File: src/rtl/msi_pkg.sv
package msi_pkg;

  typedef enum logic [1:0] {
    ST_I = 2'd0,
    ST_S = 2'd1,
    ST_M = 2'd2
  } line_st_e;

  typedef enum logic [2:0] {
    CMD_NONE  = 3'd0,
    CMD_RD    = 3'd1,
    CMD_RDX   = 3'd2,
    CMD_WB    = 3'd3,
    CMD_FLUSH = 3'd4
  } bus_cmd_e;

endpackage

File: src/rtl/msi_line_array.sv
module msi_line_array
  import msi_pkg::*;
#(
  parameter int LINES = 4,
  parameter int TW    = 6,
  parameter int DW    = 16,
  localparam int IW   = $clog2(LINES)
) (
  input  logic                      clk,
  input  logic                      rst_n,
  // snoop-side state update (wins over the processor port)
  input  logic                      snp_we,
  input  logic [IW-1:0]             snp_idx,
  input  line_st_e                  snp_st,
  // processor-side update
  input  logic                      cp_we,
  input  logic [IW-1:0]             cp_idx,
  input  line_st_e                  cp_st,
  input  logic                      cp_dat_en,
  input  logic [TW-1:0]             cp_tag,
  input  logic [DW-1:0]             cp_dat,
  // flat view of all lines
  output logic [LINES-1:0][1:0]     st_all,
  output logic [LINES-1:0][TW-1:0]  tag_all,
  output logic [LINES-1:0][DW-1:0]  dat_all
);

  for (genvar g = 0; g < LINES; g++) begin : g_line
    line_st_e        st_q, st_d;
    logic [TW-1:0]   tag_q, tag_d;
    logic [DW-1:0]   dat_q, dat_d;
    logic            snp_sel, cp_sel;

    assign snp_sel = snp_we && (snp_idx == IW'(g));
    assign cp_sel  = cp_we  && (cp_idx  == IW'(g));

    always_comb begin
      st_d  = st_q;
      tag_d = tag_q;
      dat_d = dat_q;
      if (snp_sel) begin
        st_d = snp_st;
      end else if (cp_sel) begin
        st_d = cp_st;
        if (cp_dat_en) begin
          tag_d = cp_tag;
          dat_d = cp_dat;
        end
      end
    end

    always_ff @(posedge clk or negedge rst_n) begin
      if (!rst_n) begin
        st_q  <= ST_I;
        tag_q <= '0;
        dat_q <= '0;
      end else if (snp_sel || cp_sel) begin
        st_q  <= st_d;
        tag_q <= tag_d;
        dat_q <= dat_d;
      end
    end

    assign st_all[g]  = st_q;
    assign tag_all[g] = tag_q;
    assign dat_all[g] = dat_q;
  end

endmodule

File: src/rtl/msi_snoop_port.sv
module msi_snoop_port
  import msi_pkg::*;
#(
  parameter int AW    = 8,
  parameter int DW    = 16,
  parameter int LINES = 4,
  localparam int IW   = $clog2(LINES),
  localparam int TW   = AW - IW
) (
  input  logic [2:0]                snp_cmd,
  input  logic [AW-1:0]             snp_addr,
  input  logic [LINES-1:0][1:0]     st_all,
  input  logic [LINES-1:0][TW-1:0]  tag_all,
  input  logic [LINES-1:0][DW-1:0]  dat_all,
  output logic                      snp_act,
  output logic [IW-1:0]             snp_idx,
  output logic                      flush,
  output logic [DW-1:0]             flush_dat,
  output logic                      upd_we,
  output line_st_e                  upd_st
);

  bus_cmd_e      cmd;
  line_st_e      cur_st;
  logic [TW-1:0] s_tag;
  logic          hit;

  always_comb begin
    cmd     = bus_cmd_e'(snp_cmd);
    snp_idx = snp_addr[IW-1:0];
    s_tag   = snp_addr[AW-1:IW];
    cur_st  = line_st_e'(st_all[snp_idx]);
    snp_act = (cmd == CMD_RD) || (cmd == CMD_RDX);
    hit     = snp_act && (cur_st != ST_I) && (tag_all[snp_idx] == s_tag);
    flush   = hit && (cur_st == ST_M);
    flush_dat = flush ? dat_all[snp_idx] : '0;
    upd_we  = hit;
    upd_st  = (cmd == CMD_RD) ? ST_S : ST_I;
  end

endmodule

File: src/rtl/msi_proc_ctrl.sv
module msi_proc_ctrl
  import msi_pkg::*;
#(
  parameter int AW    = 8,
  parameter int DW    = 16,
  parameter int LINES = 4,
  localparam int IW   = $clog2(LINES),
  localparam int TW   = AW - IW
) (
  input  logic                      clk,
  input  logic                      rst_n,
  input  logic                      cpu_req,
  input  logic                      cpu_we,
  input  logic [AW-1:0]             cpu_addr,
  input  logic [DW-1:0]             cpu_wdata,
  output logic                      cpu_ready,
  output logic [DW-1:0]             cpu_rdata,
  output logic                      bus_req,
  input  logic                      bus_gnt,
  output bus_cmd_e                  bus_cmd,
  output logic [AW-1:0]             bus_addr,
  output logic [DW-1:0]             bus_wdata,
  input  logic [DW-1:0]             bus_rdata,
  input  logic                      snp_act,
  input  logic [IW-1:0]             snp_idx,
  input  logic [LINES-1:0][1:0]     st_all,
  input  logic [LINES-1:0][TW-1:0]  tag_all,
  input  logic [LINES-1:0][DW-1:0]  dat_all,
  output logic                      wr_en,
  output logic [IW-1:0]             wr_idx,
  output line_st_e                  wr_st,
  output logic                      wr_dat_en,
  output logic [TW-1:0]             wr_tag,
  output logic [DW-1:0]             wr_dat
);

  logic [IW-1:0] idx;
  logic [TW-1:0] tag;
  line_st_e      cur_st;
  logic [TW-1:0] cur_tag;
  logic [DW-1:0] cur_dat;
  logic          hit, need_bus, coll, victim_dirty, slot;

  // lookup and decision
  always_comb begin
    idx          = cpu_addr[IW-1:0];
    tag          = cpu_addr[AW-1:IW];
    cur_st       = line_st_e'(st_all[idx]);
    cur_tag      = tag_all[idx];
    cur_dat      = dat_all[idx];
    hit          = (cur_st != ST_I) && (cur_tag == tag);
    need_bus     = !hit || (cpu_we && (cur_st != ST_M));
    coll         = snp_act && (snp_idx == idx);
    victim_dirty = (cur_st == ST_M) && (cur_tag != tag);
  end

  // bus side
  always_comb begin
    bus_req   = cpu_req && need_bus && !coll;
    slot      = bus_req && bus_gnt;
    if (!slot)             bus_cmd = CMD_NONE;
    else if (victim_dirty) bus_cmd = CMD_WB;
    else if (cpu_we)       bus_cmd = CMD_RDX;
    else                   bus_cmd = CMD_RD;
    bus_addr  = victim_dirty ? {cur_tag, idx} : cpu_addr;
    bus_wdata = (bus_cmd == CMD_WB) ? cur_dat : '0;
  end

  // processor side and array update
  always_comb begin
    cpu_ready = cpu_req && !coll && (!need_bus || (slot && !victim_dirty));
    cpu_rdata = hit ? cur_dat : bus_rdata;
    wr_idx    = idx;
    wr_tag    = tag;
    wr_en     = (cpu_ready && (cpu_we || !hit)) || (bus_cmd == CMD_WB);
    wr_dat_en = (bus_cmd != CMD_WB);
    if (bus_cmd == CMD_WB) wr_st = ST_I;
    else if (cpu_we)       wr_st = ST_M;
    else                   wr_st = ST_S;
    wr_dat    = cpu_we ? cpu_wdata : bus_rdata;
  end


  cmd_in_slot_chk: assert property (@(posedge clk) disable iff (!rst_n)
    (bus_cmd != CMD_NONE) |-> (bus_gnt && bus_req));


  wb_not_done_chk: assert property (@(posedge clk) disable iff (!rst_n)
    (bus_cmd == CMD_WB) |-> !cpu_ready);


  wb_empties_line_chk: assert property (@(posedge clk) disable iff (!rst_n)
    (bus_cmd == CMD_WB) |=> (st_all[$past(idx)] == ST_I));


  write_owns_line_chk: assert property (@(posedge clk) disable iff (!rst_n)
    (cpu_ready && cpu_we) |=> (st_all[$past(idx)] == ST_M));

endmodule

File: src/rtl/msi_snoop_ctrl.sv
module msi_snoop_ctrl
  import msi_pkg::*;
#(
  parameter int AW    = 8,
  parameter int DW    = 16,
  parameter int LINES = 4,
  localparam int IW   = $clog2(LINES),
  localparam int TW   = AW - IW
) (
  input  logic          clk,
  input  logic          rst_n,
  input  logic          cpu_req_i,
  input  logic          cpu_we_i,
  input  logic [AW-1:0] cpu_addr_i,
  input  logic [DW-1:0] cpu_wdata_i,
  output logic          cpu_ready_o,
  output logic [DW-1:0] cpu_rdata_o,
  output logic          bus_req_o,
  input  logic          bus_gnt_i,
  output logic [2:0]    bus_cmd_o,
  output logic [AW-1:0] bus_addr_o,
  output logic [DW-1:0] bus_wdata_o,
  input  logic [DW-1:0] bus_rdata_i,
  input  logic [2:0]    snp_cmd_i,
  input  logic [AW-1:0] snp_addr_i,
  output logic          snp_flush_o,
  output logic [DW-1:0] snp_data_o
);

  logic [LINES-1:0][1:0]    st_all;
  logic [LINES-1:0][TW-1:0] tag_all;
  logic [LINES-1:0][DW-1:0] dat_all;

  logic          snp_act, snp_upd_we;
  logic [IW-1:0] snp_idx;
  line_st_e      snp_upd_st;

  logic          wr_en, wr_dat_en;
  logic [IW-1:0] wr_idx;
  line_st_e      wr_st;
  logic [TW-1:0] wr_tag;
  logic [DW-1:0] wr_dat;
  bus_cmd_e      cmd;

  msi_line_array #(.LINES(LINES), .TW(TW), .DW(DW)) u_array (
    .clk       (clk),
    .rst_n     (rst_n),
    .snp_we    (snp_upd_we),
    .snp_idx   (snp_idx),
    .snp_st    (snp_upd_st),
    .cp_we     (wr_en),
    .cp_idx    (wr_idx),
    .cp_st     (wr_st),
    .cp_dat_en (wr_dat_en),
    .cp_tag    (wr_tag),
    .cp_dat    (wr_dat),
    .st_all    (st_all),
    .tag_all   (tag_all),
    .dat_all   (dat_all)
  );

  msi_snoop_port #(.AW(AW), .DW(DW), .LINES(LINES)) u_snoop (
    .snp_cmd   (snp_cmd_i),
    .snp_addr  (snp_addr_i),
    .st_all    (st_all),
    .tag_all   (tag_all),
    .dat_all   (dat_all),
    .snp_act   (snp_act),
    .snp_idx   (snp_idx),
    .flush     (snp_flush_o),
    .flush_dat (snp_data_o),
    .upd_we    (snp_upd_we),
    .upd_st    (snp_upd_st)
  );

  msi_proc_ctrl #(.AW(AW), .DW(DW), .LINES(LINES)) u_proc (
    .clk       (clk),
    .rst_n     (rst_n),
    .cpu_req   (cpu_req_i),
    .cpu_we    (cpu_we_i),
    .cpu_addr  (cpu_addr_i),
    .cpu_wdata (cpu_wdata_i),
    .cpu_ready (cpu_ready_o),
    .cpu_rdata (cpu_rdata_o),
    .bus_req   (bus_req_o),
    .bus_gnt   (bus_gnt_i),
    .bus_cmd   (cmd),
    .bus_addr  (bus_addr_o),
    .bus_wdata (bus_wdata_o),
    .bus_rdata (bus_rdata_i),
    .snp_act   (snp_act),
    .snp_idx   (snp_idx),
    .st_all    (st_all),
    .tag_all   (tag_all),
    .dat_all   (dat_all),
    .wr_en     (wr_en),
    .wr_idx    (wr_idx),
    .wr_st     (wr_st),
    .wr_dat_en (wr_dat_en),
    .wr_tag    (wr_tag),
    .wr_dat    (wr_dat)
  );

  assign bus_cmd_o = cmd;


  snp_rd_demotes_chk: assert property (@(posedge clk) disable iff (!rst_n)
    (snp_flush_o && (snp_cmd_i == CMD_RD))
      |=> (st_all[$past(snp_addr_i[IW-1:0])] == ST_S));


  snp_rdx_kills_chk: assert property (@(posedge clk) disable iff (!rst_n)
    (snp_flush_o && (snp_cmd_i == CMD_RDX))
      |=> (st_all[$past(snp_addr_i[IW-1:0])] == ST_I));


  snp_blocks_cpu_chk: assert property (@(posedge clk) disable iff (!rst_n)
    (cpu_req_i && ((snp_cmd_i == CMD_RD) || (snp_cmd_i == CMD_RDX))
      && (snp_addr_i[IW-1:0] == cpu_addr_i[IW-1:0]))
      |-> (!cpu_ready_o && !bus_req_o));


  no_idle_flush_chk: assert property (@(posedge clk) disable iff (!rst_n)
    ((snp_cmd_i != CMD_RD) && (snp_cmd_i != CMD_RDX)) |-> !snp_flush_o);

endmodule

File: config.mk
export PLATFORM = sky130hd
export DESIGN_NAME = msi_snoop_ctrl
export DESIGN_NICKNAME = d
export VERILOG_FILES = /design/src/rtl/msi_pkg.sv /design/src/rtl/msi_line_array.sv /design/src/rtl/msi_snoop_port.sv /design/src/rtl/msi_proc_ctrl.sv /design/src/rtl/msi_snoop_ctrl.sv
export SDC_FILE = /design/constraint.sdc
export NUM_CORES = 1
export LEC_CHECK = 0
export BUFFER_PORTS_ARGS = -buffer_cell sky130_fd_sc_hd__buf_4
export CORE_ASPECT_RATIO = 0.7
export CORE_MARGIN = 2
export CORE_UTILIZATION = 46
export DETAILED_ROUTE_END_ITERATION = 16
export PLACE_DENSITY = 0.71
export SETUP_SLACK_MARGIN = 0.02
export SYNTH_ARGS = -nofsm -noshare
export SYNTH_HDL_FRONTEND = slang
export SYNTH_SLANG_ARGS = --single-unit
File: constraint.sdc
create_clock -name clk -period 2.7 [get_ports clk]
set_clock_uncertainty 0.15 [all_clocks]
set_input_delay 0.27 -clock clk [delete_from_list [all_inputs] [get_ports clk]]
set_output_delay 0.27 -clock clk [all_outputs]
set_load 0.01 [all_outputs]
# After elaboration in Yosys (flattened, before gate mapping)
# Index checks and enable logic that the tools add are counted.
# word_totals
out_inout_bits	62
word_cells	117
input_bits	56
regBits	96
# op_classes
n_eq_ne	17
mux	31
n_reduce_logical	51
n_bitwise	4
order_cmp	2
# ops
operator	n
16-bit two-way mux	6
16-bit binary-select mux with 2-bit select	2
2-bit two-way mux	13
6-bit binary-select mux with 2-bit select	2
1-bit logical AND	22
4-bit AND reduction	4
2-bit == test, second input constant	6
6-bit == test	2
6-bit two-way mux	2
2-bit nonzero test	6
1-bit logical OR	9
2-bit binary-select mux with 2-bit select	2
8-bit two-way mux	1
2-bit AND reduction	4
3-bit by 2-bit == test with 1-bit output, second input constant	2
2-bit by 3-bit < comparator with 1-bit output, second input constant	2
3-bit two-way mux	2
6-bit inequality test	1
2-bit by 1-bit == test with 1-bit output, second input constant	2
1-bit zero test	4
2-bit zero test	2
1-bit NOT	4
3-bit by 1-bit == test with 1-bit output, second input constant	1
3-bit by 2-bit inequality test with 1-bit output, second input constant	1
3 further kinds	3

# Depth between registers and ports, before layout
# logic_depth
depth_word	17
depth_mapped	9
depth_no_buf	6

# By module
# From an unflattened synthesis, not the netlist that was laid out.
# unflattened
hier_cells	438
hier_area_um2	6208.5
# modules_own_cells
module	seq_area_each_um2	n_inst	cells_each	area_per_inst_um2
msi_line_array	2402.3	1	232	3813.7
msi_proc_ctrl	0.0	1	135	1524.0
msi_snoop_port	0.0	1	71	870.8

# Worst setup path after synthesis
# No wires, ideal clock.
# synth_path
path_kind	input -> output
startpoint	input port cpu_addr_i[0]
endpoint	output port cpu_rdata_o[10]
arrival_time_ps	2548
t_required_ps	2280
cell_stages	7
slack_ps	-268
n_path_buf	2
path_cell_list	buf_2 mux4_2 xnor2_1 nand4_1 nor2_1 buf_2 mux2_2
# synth_between
elab_chain_cells	5
word_cells_on_any_way	10
cone_classes	eq/ne (1); mux (7); reduce/logical (2)
# synth_lines
element	line	text
from (decl)	msi_snoop_ctrl.sv:14	input logic [AW-1:0] cpu_addr_i,
6-bit binary-select mux with 2-bit select or 2-bit binary-select mux with 2-bit select (tied branches)	msi_proc_ctrl.sv:49, msi_proc_ctrl.sv:48	
6-bit two-way mux (not written as such) or 2-bit two-way mux (tied branches)	msi_proc_ctrl.sv:49, msi_proc_ctrl.sv:48	
6-bit == test or 2-bit nonzero test (tied branches)	msi_proc_ctrl.sv:51	hit = (cur_st != ST_I) && (cur_tag == tag);
1-bit logical AND	msi_proc_ctrl.sv:51	
16-bit two-way mux *	msi_proc_ctrl.sv:72	cpu_rdata = hit ? cur_dat : bus_rdata;
to (decl)	msi_snoop_ctrl.sv:17	output logic [DW-1:0] cpu_rdata_o,
# Mark *: on every way between the ends. The rest lies on a longest branch, timed or not. The select of a mux whose other input is x is not followed.

# Final worst setup path
# layout_path
startpoint	register u_array.g_line[2].tag_q[2]
endpoint	register u_array.g_line[3].dat_q[1]
# layout_between
elab_chain_cells	17
word_cells_on_any_way	32
cone_classes	eq/ne (5); mux (6); bitwise (1); reduce/logical (20)
# layout_lines
element	line	text
from (decl)	msi_line_array.sv:30	logic [TW-1:0] tag_q, tag_d;
from (signal assigned)	msi_line_array.sv:59	tag_q <= tag_d;
parallel branches: the longest is 16 deep, another holds 6-bit binary-select mux with 2-bit select	--	
4-bit AND reduction (no source line) *	--	
to (signal assigned)	msi_line_array.sv:60	dat_q <= dat_d;
to (decl)	msi_line_array.sv:31	logic [DW-1:0] dat_q, dat_d;
# Mark *: on every way between the ends. The select of a mux whose other input is x is not followed.
# A chain may end at the register's enable or synchronous reset.

==> qor.yml <==
floorplan:
  core_area_mm2: 0.0125
  die_area_mm2: 0.0139
  row_count: 34
  die_y_um: 99.4
  ios: 118
  die_w_um: 140
  initial_core_util_pct: 47.6
clocking:
  root_buffer: "clkbuf_16"
  clk_latency_ns: 0.35
  numCtsBuffers: 9
  cts_tree: "done"
  cts_sinks: 96
  clk_pin_slew_worst_paths_ns: 0.07
  ctsLongestPathBuffers: 2
  htree_levels: 3
cells_and_area:
  finalInstanceArea_mm2: 0.00884
  antenna_cells: 0
  finalNetCount: 675
  drive_gt1_share_pct: 69.1
  area_growth_syn_to_layout_pct: 47.8
  final_util_pct: 70.4
  final_cell_mix: "buf_4, dfrtp_1, mux2_4"
  layout_commonest_cell: "buf_4"
  finalNonFillerCells: 786
timing:
  fin_crit_ns: 3.07
  holdWs_ns: 0.0607
  max_freq_mhz: 326
  drv_slew: 0
  setup_ws_ns: -0.369
  rsz0062_at_grt: "true"
  hold_viol_final: 0
  fin_crit_sh_pct: 114
  setup_viol: 155
  worstMarginPinSlew_ns: 0.598
  slew_headroom_pct: 59.9
worst_setup_path:
  start_kind: "flip-flop"
  required_ns: 2.79
  timing.reg2reg.worst_path_depth: 10
  path_class: "flip-flop to flip-flop"
  cp.arrival_ns: 3.16
  cp_max_fo: 8
  cp-end-kind: "flip-flop"
synthesis:
  async_flop_share_pct: 100
  yosysTopAreaCell: "dfrtp_1"
  yosysUniqueCellTypes: 42
  syn_area_mm2: 0.00598
  syn-num-nets: 494
  avgSynthCellArea_um2: 13.6
  yosys_warnings: 0
  netlist.area_leader.share_pct: 40.2
  yosys-top-cells-area: "dfrtp_1, mux2_2, mux4_2"
  syn-instance-count: 438
  yosysSeqAreaShare_pct: 40.2
  ys_ff_latch: 96
  synth_ff_type: "dfrtp_1"
  synth-edff-count: 0
run_status:
  status: "finished with violations"
  violations: "negative setup slack"
placement:
  post-place-cells: 741
  placedInstanceArea_mm2: 0.00755
  port_buffers: 116
  dp_hpwl_mm: 11.3
  gp_congestion: 0.875
detailed_routing:
  post_drt_wl_per_cell_um: 23.4
  drc: 0
  firstDrtPassIters: 6
  ant_nets: 0
  drt_iter0_markers: 340
  vias: 4703
  viasPerCell: 5.98
  wl_mm: 18.4
power_and_ir_drop:
  powerDensity_mw_per_mm2: 839
  peakVddDrop_uv: 388
  total_power_w: 0.00742
  p_leak_nw: 4.08
grt:
  grt_pass1_wl_mm: 28.0
  grt_max_degree: 72
  antenna_found_initial: 0
  grt-ovfl-total: 0
  grt_pass1_vias: 4956
  track_usage_pct: 26.4
job:
  drv_cap: 0
min_path:
  hold_path_depth: 2
  min_path_type: "input port to flip-flop"
## layout make-up
class,count,area (um2)
inverter,7,26.3
tap,162,203
sequential,96,2400
multi-input combinational,305,4010
timing repair buffer,200,1880
clock inverter,7,90.1
clock buffer,9,225
fill,810,3710
## metrics by stage
step / setup slack, ns / TNS, ns
2_1_floorplan: -0.0896 / -4.45
3_3_place_gp: -0.246 / -25.75
3_5_place_dp: -0.309 / -31.24
4_1_cts: -0.346 / -36.51
5_1_grt: -0.467 / -55.01
6_report: -0.369 / -46.25
## where the power goes
group	internal (W)	switching (W)
Clock	0.000738	0.000614
Sequential	0.00212	0.000532
Combinational	0.00225	0.00116
Total	0.00512	0.00230
## flip-flops by register name, indices dropped and copies added (netlist names)
register / flops
u_array.g_line.tag_q: 24
u_array.g_line.dat_q: 64
u_array.g_line.st_q: 8
## synthesized netlist by cell type (all sizes together) (3+ instances only)
cell type / instances
a21oi: 5
buf: 17
clkbuf: 13
dfrtp: 96
inv: 7
mux2: 126
mux2i: 6
mux4: 48
nand2: 16
nand2b: 4
nand3: 4
nand4: 3
nor2: 6
nor2b: 33
nor3: 3
o211ai: 6
o21ai: 3
xnor2: 13
xor2: 3
## worst max-delay path, cell delays in order, from the launching register on
cell and delay, ns:
dfrtp_1 0.41, mux4_2 0.52, xnor2_2 0.20, nand4_1 0.14, buf_6 0.16, o31a_1 0.38, buf_12 0.17, o2111ai_4 0.22
buf_6 0.15, buf_12 0.15, mux2_4 0.31
## logic make-up (layout without fill, tap and decap cells)
family / after synthesis / count (layout) / share of synthesized area [%]
other: 1 / 1 / 0.0627
AOI/OAI and AO/OA: 26 / 26 / 3.79
and+or+nand+nor: 82 / 82 / 7.74
DFF: 96 / 96 / 40.2
muxes: 180 / 180 / 42.8
xor gates and xnor gates: 16 / 16 / 2.34
buffers and inverters: 37 / 223 / 3.06
## path summary, 6_finish.rpt
check,from,to,slack [ns]
max,u_array.g_line[2].tag_q[2]$_DFFE_PN0P_,u_array.g_line[3].dat_q[1]$_DFFE_PN0P_,-0.37
min,cpu_addr_i[3],u_array.g_line[0].tag_q[1]$_DFFE_PN0P_,0.06
max reg2reg,u_array.g_line[2].tag_q[2]$_DFFE_PN0P_,u_array.g_line[3].dat_q[1]$_DFFE_PN0P_,-0.37
min reg2reg,u_array.g_line[2].dat_q[9]$_DFFE_PN0P_,u_array.g_line[2].dat_q[9]$_DFFE_PN0P_,0.37
max in group asynchronous,rst_n,u_array.g_line[0].st_q[1]$_DFFE_PN0P_,1.47
min in group asynchronous,rst_n,u_array.g_line[2].dat_q[15]$_DFFE_PN0P_,0.22
## repair_timing
action	4_1_cts	5_1_grt
setup endpoints to repair	151	155
pin swaps	13	15
hold buffers	1	0
hold endpoints to repair	25	0
setup buffers	20	8
resized for setup	121	57
gates cloned	5	0
## per-layer routing
| metal | share of wire (%) | vias to the layer above | track usage [%] | wire length (um) |
|---|---|---|---|---|
| met2 | 47 | 199 | 41.0 | 8680 |
| li1 | - | 2018 | - | - |
| met1 | 44 | 2457 | 37.0 | 8010 |
| met5 | 0 | - | 0 | 0 |
| met4 | 1.5 | 0 | 7.15 | 278 |
| met3 | 7.6 | 29 | 7.56 | 1390 |
Note: power is estimated with default switching activity, not from simulation.
